File: config.mk
export PLATFORM = sky130hd
export DESIGN_NAME = lvds_ser71
export DESIGN_NICKNAME = d
export VERILOG_FILES = /design/src/rtl/lvds_ser_pkg.sv /design/src/rtl/lvds_slot_ctr.sv /design/src/rtl/lvds_bit_map.sv /design/src/rtl/lvds_slot_mux.sv /design/src/rtl/lvds_ser71.sv
export SDC_FILE = /design/constraint.sdc
export NUM_CORES = 1
export LEC_CHECK = 0
export CELL_PAD_IN_SITES_DETAIL_PLACEMENT = 1
export CELL_PAD_IN_SITES_GLOBAL_PLACEMENT = 2
export CORE_AREA = 2 2 76 78
export CTS_CLUSTER_SIZE = 25
export DETAILED_ROUTE_END_ITERATION = 10
export DIE_AREA = 0 0 78 80
export PLACE_DENSITY = 0.95
export SYNTH_ARGS = -nofsm -noshare
export SYNTH_HDL_FRONTEND = slang
export SYNTH_HIERARCHICAL = 1
export SYNTH_SLANG_ARGS = --single-unit
File: constraint.sdc
create_clock -name clk_i -period 3.6 [get_ports clk_i]
set_input_delay 0.36 -clock clk_i [delete_from_list [all_inputs] [get_ports clk_i]]
set_output_delay 0.36 -clock clk_i [all_outputs]
set_load 0.005 [all_outputs]
File: src/rtl/lvds_ser_pkg.sv
package lvds_ser_pkg;
  localparam int unsigned COLOR_W   = 8;
  localparam int unsigned CTL_W     = 4;
  localparam int unsigned NUM_LANES = 4;
  localparam int unsigned NUM_SLOTS = 7;
  localparam int unsigned SLOT_W    = $clog2(NUM_SLOTS);
  localparam int unsigned NARROW_W  = 6;

  // bit s = clock lane level in slot s
  localparam logic [NUM_SLOTS-1:0] CLK_PATTERN = 7'b1100011;

  typedef enum logic [1:0] {
    MAP_18     = 2'd0,
    MAP_24_LO4 = 2'd1,
    MAP_24_HI4 = 2'd2,
    MAP_RSV    = 2'd3
  } map_mode_e;
endpackage

File: src/rtl/lvds_slot_ctr.sv
module lvds_slot_ctr #(
  parameter int unsigned SLOTS  = 7,
  parameter int unsigned SLOT_W = $clog2(SLOTS)
) (
  input  logic              clk_i,
  input  logic              rst_ni,
  output logic [SLOT_W-1:0] slot_o,
  output logic              last_o
);
  logic [SLOT_W-1:0] slot_q;

  assign last_o = (slot_q == SLOT_W'(SLOTS - 1));
  assign slot_o = slot_q;

  always_ff @(posedge clk_i or negedge rst_ni) begin
    if (!rst_ni)     slot_q <= '0;
    else if (last_o) slot_q <= '0;
    else             slot_q <= slot_q + SLOT_W'(1);
  end
endmodule

File: src/rtl/lvds_bit_map.sv
module lvds_bit_map
  import lvds_ser_pkg::*;
#(
  parameter int unsigned CW    = COLOR_W,
  parameter int unsigned NW    = NARROW_W,
  parameter int unsigned LANES = NUM_LANES,
  parameter int unsigned SLOTS = NUM_SLOTS
) (
  input  map_mode_e                     mode_i,
  input  logic [CW-1:0]                 red_i,
  input  logic [CW-1:0]                 grn_i,
  input  logic [CW-1:0]                 blu_i,
  input  logic [CTL_W-1:0]              ctl_i,
  output logic [LANES-1:0][SLOTS-1:0]   words_o
);
  logic          wide, hi4, quad;
  logic [NW-1:0] r6, g6, b6;
  logic [1:0]    rp, gp, bp;

  always_comb begin
    wide = (mode_i == MAP_24_LO4);
    hi4  = (mode_i == MAP_24_HI4);
    quad = wide | hi4;
    // six bits on lanes 0..2: upper slice in mode 1, lower slice otherwise
    r6 = wide ? red_i[CW-1 -: NW] : red_i[NW-1:0];
    g6 = wide ? grn_i[CW-1 -: NW] : grn_i[NW-1:0];
    b6 = wide ? blu_i[CW-1 -: NW] : blu_i[NW-1:0];
    // the pair left over for lane 3
    rp = hi4 ? red_i[CW-1 -: 2] : red_i[1:0];
    gp = hi4 ? grn_i[CW-1 -: 2] : grn_i[1:0];
    bp = hi4 ? blu_i[CW-1 -: 2] : blu_i[1:0];

    words_o    = '0;
    // bit index = slot number
    words_o[0] = {r6[0], r6[1], r6[2], r6[3], r6[4], r6[5], g6[0]};
    words_o[1] = {g6[1], g6[2], g6[3], g6[4], g6[5], b6[0], b6[1]};
    words_o[2] = {b6[2], b6[3], b6[4], b6[5], ctl_i[0], ctl_i[1], ctl_i[2]};
    if (quad)
      words_o[3] = {rp[0], rp[1], gp[0], gp[1], bp[0], bp[1], ctl_i[3]};
  end
endmodule

File: src/rtl/lvds_slot_mux.sv
module lvds_slot_mux #(
  parameter int unsigned LANES  = 4,
  parameter int unsigned SLOTS  = 7,
  parameter int unsigned SLOT_W = $clog2(SLOTS)
) (
  input  logic [LANES-1:0][SLOTS-1:0] words_i,
  input  logic [SLOT_W-1:0]           slot_i,
  output logic [LANES-1:0]            lane_o
);
  for (genvar l = 0; l < LANES; l++) begin : g_lane
    assign lane_o[l] = words_i[l][slot_i];
  end
endmodule

File: src/rtl/lvds_ser71.sv
module lvds_ser71
  import lvds_ser_pkg::*;
(
  input  logic                 clk_i,
  input  logic                 rst_ni,
  input  logic [1:0]           mode_i,
  input  logic [COLOR_W-1:0]   red_i,
  input  logic [COLOR_W-1:0]   grn_i,
  input  logic [COLOR_W-1:0]   blu_i,
  input  logic                 hsync_i,
  input  logic                 vsync_i,
  input  logic                 de_i,
  input  logic                 spare_i,
  output logic                 load_o,
  output logic [NUM_LANES-1:0] lane_o,
  output logic                 clk_lane_o
);
  logic [SLOT_W-1:0]                    slot;
  logic                                 last;
  logic                                 run_q;
  map_mode_e                            mode_q;
  logic [NUM_LANES-1:0][NUM_SLOTS-1:0]  words_d, words_q;

  lvds_slot_ctr #(.SLOTS(NUM_SLOTS), .SLOT_W(SLOT_W)) u_ctr (
    .clk_i  (clk_i),
    .rst_ni (rst_ni),
    .slot_o (slot),
    .last_o (last)
  );

  // run_q stays low through the first edge after release; mode follows input until then
  always_ff @(posedge clk_i or negedge rst_ni) begin
    if (!rst_ni) run_q <= 1'b0;
    else         run_q <= 1'b1;
  end

  always_ff @(posedge clk_i) begin
    if (!run_q) mode_q <= (mode_i == MAP_RSV) ? MAP_18 : map_mode_e'(mode_i);
  end

  lvds_bit_map #(
    .CW(COLOR_W), .NW(NARROW_W), .LANES(NUM_LANES), .SLOTS(NUM_SLOTS)
  ) u_map (
    .mode_i  (mode_q),
    .red_i   (red_i),
    .grn_i   (grn_i),
    .blu_i   (blu_i),
    .ctl_i   ({spare_i, de_i, vsync_i, hsync_i}),
    .words_o (words_d)
  );

  always_ff @(posedge clk_i or negedge rst_ni) begin
    if (!rst_ni)   words_q <= '0;
    else if (last) words_q <= words_d;
  end

  lvds_slot_mux #(.LANES(NUM_LANES), .SLOTS(NUM_SLOTS), .SLOT_W(SLOT_W)) u_mux (
    .words_i (words_q),
    .slot_i  (slot),
    .lane_o  (lane_o)
  );

  assign clk_lane_o = CLK_PATTERN[slot];
  assign load_o     = last & rst_ni;
endmodule

==> impl_results.md <==
- Async SR Flop Fraction: 0.941
- Max clock buf depth: 2
- Crit path from: u_ctr/slot_o[0]
- Worst r2r path cells: 4
- Leakage Power: about 1.0 nW
- Worst hold path class: primary input to asynchronous set/reset pin
- I/O Pins: 38
- Met1 usage: 0.188
- Clock latency on the worst-skew pair: around 280 ps
- Max-cap viol count: 0
- Antenna cells: 0
- Tmin final: 2570 ps
- Total Routing Usage GR: 0.152
- EDFF count, synth: 2
- M3 GR Usage: 0.0305
- Initial antenna violation count: 0
- Slew Viols, Final: 0
- Cells after synthesis: between 150 and 200
- CTS tree: built
- Warnings, synthesis: 6
- Drt drc: 0
- CP Launch Type: flop
- RR Endpoint: words_q[12]
- Synth top cells by count: dfrtp_1 (32), mux2_2 (27), mux2_4 (19), mux2i_1 (19), nor2_1 (7)
- Largest net degree at the start of global routing: 34
- Actual slew at the worst max-slew pin: a little over 800 ps
- Synth top area share: 0.399
- Cell taking the most area after synthesis: dfrtp_1
- Netlist cell types: 25
- DIE WIDTH: between 70 and 80 µm
- 1st-iter DRT viols: 45
- Die footprint: roughly 6200 µm²
- Seq cells post-synth: 34
- Die Span Y: approximately 80 µm
- First-pass GRT wire length: 7220 µm
- Cts repair resizes: 0
- FP Rows: 27
- Post-synth top flop: dfrtp_1
- HPWL Detailed: about 3300 µm
- DR WL/cell: between 15 and 20 µm
- VDD IR max: 0.124 mV
- Setup violators final: 0
- Core Region: between 5000 and 6000 µm²
- CP Capture Point: lane_o[0]
- Vias in the first global route: roughly 1400
- Final nets: between 200 and 250
- Worst-case clock skew: 8.23 ps
- Via/cell ratio: approximately 4.9
- FILL cells: approximately 600
- R2R Path Start: mode_q[1]
- DR vias: ~1300
- CTS Hold Bufs: 0
- Crit. End Element: output pin
- H-tree depth: 2
- RSZ-0062 raised after global routing: no
- CP Class: flop to output pin
- Worst EP required: between 3000 and 4000 ps
- Mapped cell area: between 2000 and 2500 µm²
- Routed Antenna Nets: 0
- Worst-path clk slew: about 70 ps
- Slew margin rel.: 0.460
- Sequential fraction of the synthesis area: 0.428
- Grt ovf: 0
- DR pass1 iterations: 4
- Mean Syn Cell Area: roughly 13 µm²
- CP arrival: about 2200 ps
- Total wire length: between 4000 and 5000 µm
- Top cells by area, synth: dfrtp_1 (40%), mux2_2 (15%), mux2_4 (14%), mux2i_1 (9.5%), edfxtp_1 (3.0%)
- Sink Count: 34
- Crit-path max FO: 16
- # port buffers: 37
- Fmax: between 0.3 and 0.4 GHz
- Initial Util: 0.372
- CTS root buffer: clkbuf_8
- Status: finished clean
- Post-CTS Setup Inserts: 0
- Syn-to-layout area delta: 23.5%
- Synth Net Count: 191
- R2R Setup Slk: ~1600 ps
- Gr busiest metal: met2
- Most common cell in the synthesized netlist: dfrtp_1
- Final core occ: 0.459
- Final hold violation count: 0
- Layout cells sized above 1: 0.313
- GP Congestion: 0.760
- TNS Setup: 0 ps
- GR Util met2: 0.262
- TritonCTS buffer count: 5
- Cell area power density: 332 nW/µm²
- Fin crit share: 0.715
==> where the power goes <==
group | internal, W | switching [W]
registers | 0.000408 | 0.0000147
clock network | 0.000137 | 0.000133
logic | 0.0000862 | 0.0000444
==> layer usage <==
metal	share of wire	vias up
met3	0.034	5
met5	0	-
met1	0.47	654
li1	-	613
met4	0.013	0
met2	0.48	30
==> critical path, stage by stage (launching register included) <==
cell             delay, ps
dfrtp_1                720
mux2i_1                160
a22o_1                 260
a31oi_1                230
clkdlybuf4s50_1        560
==> how the worst min path moves through the flow <==
stage,startpoint,endpoint,slack [ps]
after global routing,rst_ni,words_q[11],520
final,rst_ni,words_q[11],480
after detailed placement,words_q[10],words_q[10],500
after floorplan,rst_ni,run_q,60
after global placement,words_q[6],words_q[6],490
after CTS,rst_ni,u_ctr/slot_o[2],500
==> layout by cell type (no fill, tap or decap) <==
| cell type | count |
|---|---|
| a21oi_1 | 2 |
| a22o_1 | 4 |
| a31oi_1 | 4 |
| and2_1 | 1 |
| and2b_2 | 1 |
| and3_2 | 1 |
| buf_4 | 2 |
| clkbuf_1 | 3 |
| clkbuf_8 | 5 |
| clkdlybuf4s50_1 | 37 |
| conb_1 | 1 |
| dfrtp_1 | 32 |
| edfxtp_1 | 2 |
| ha_1 | 4 |
| inv_1 | 5 |
| mux2_2 | 27 |
| mux2_4 | 19 |
| mux2i_1 | 19 |
| nand2_1 | 4 |
| nand2b_1 | 1 |
| nor2_1 | 7 |
| nor2b_1 | 4 |
| nor3b_1 | 1 |
| o21ai_2 | 1 |
| or2_2 | 4 |
| or2b_1 | 1 |
==> logic make-up (layout without fill, tap and decap cells) <==
logic type,count (synthesis),in the layout,share of synthesized area
compound gates,11,11,0.0392
fa+ha+maj,4,4,0.0249
buf+inv,15,52,0.0504
flops,34,34,0.428
mux,65,65,0.388
other cells,1,1,0.00187
simple gates,25,25,0.0673
==> state kept, by name, indices dropped and copies added, names as in the netlist <==
name / cells
mode_q: 2
run_q: 1
u_ctr/slot_o: 3
words_q: 28
==> through the flow <==
step / instances / setup slack (ps) / total power, W / instance area, µm² / hold slack [ps]
floorplan: 155 / 2030 / 0.000495 / 2010 / 64.4
global placement: 256 / 1350 / 0.000558 / 2400 / 493
detailed placement: 256 / 1320 / 0.000562 / 2400 / 495
CTS: 264 / 1030 / 0.000835 / 2480 / 499
global route: 264 / 911 / 0.000859 / 2480 / 525
finish: 264 / 1030 / 0.000824 / 2480 / 481
==> layout make-up <==
type	instances	area [µm²]	share of cell area
repair buffers	39	385	0.155
inverters	5	18.8	0.00756
well taps	72	90.1	0.0363
clock buffers	8	80.1	0.0323
flip-flops and latches	34	861	0.347
multi-input cells	106	1050	0.422
Note: power is estimated with default switching activity, not from simulation.
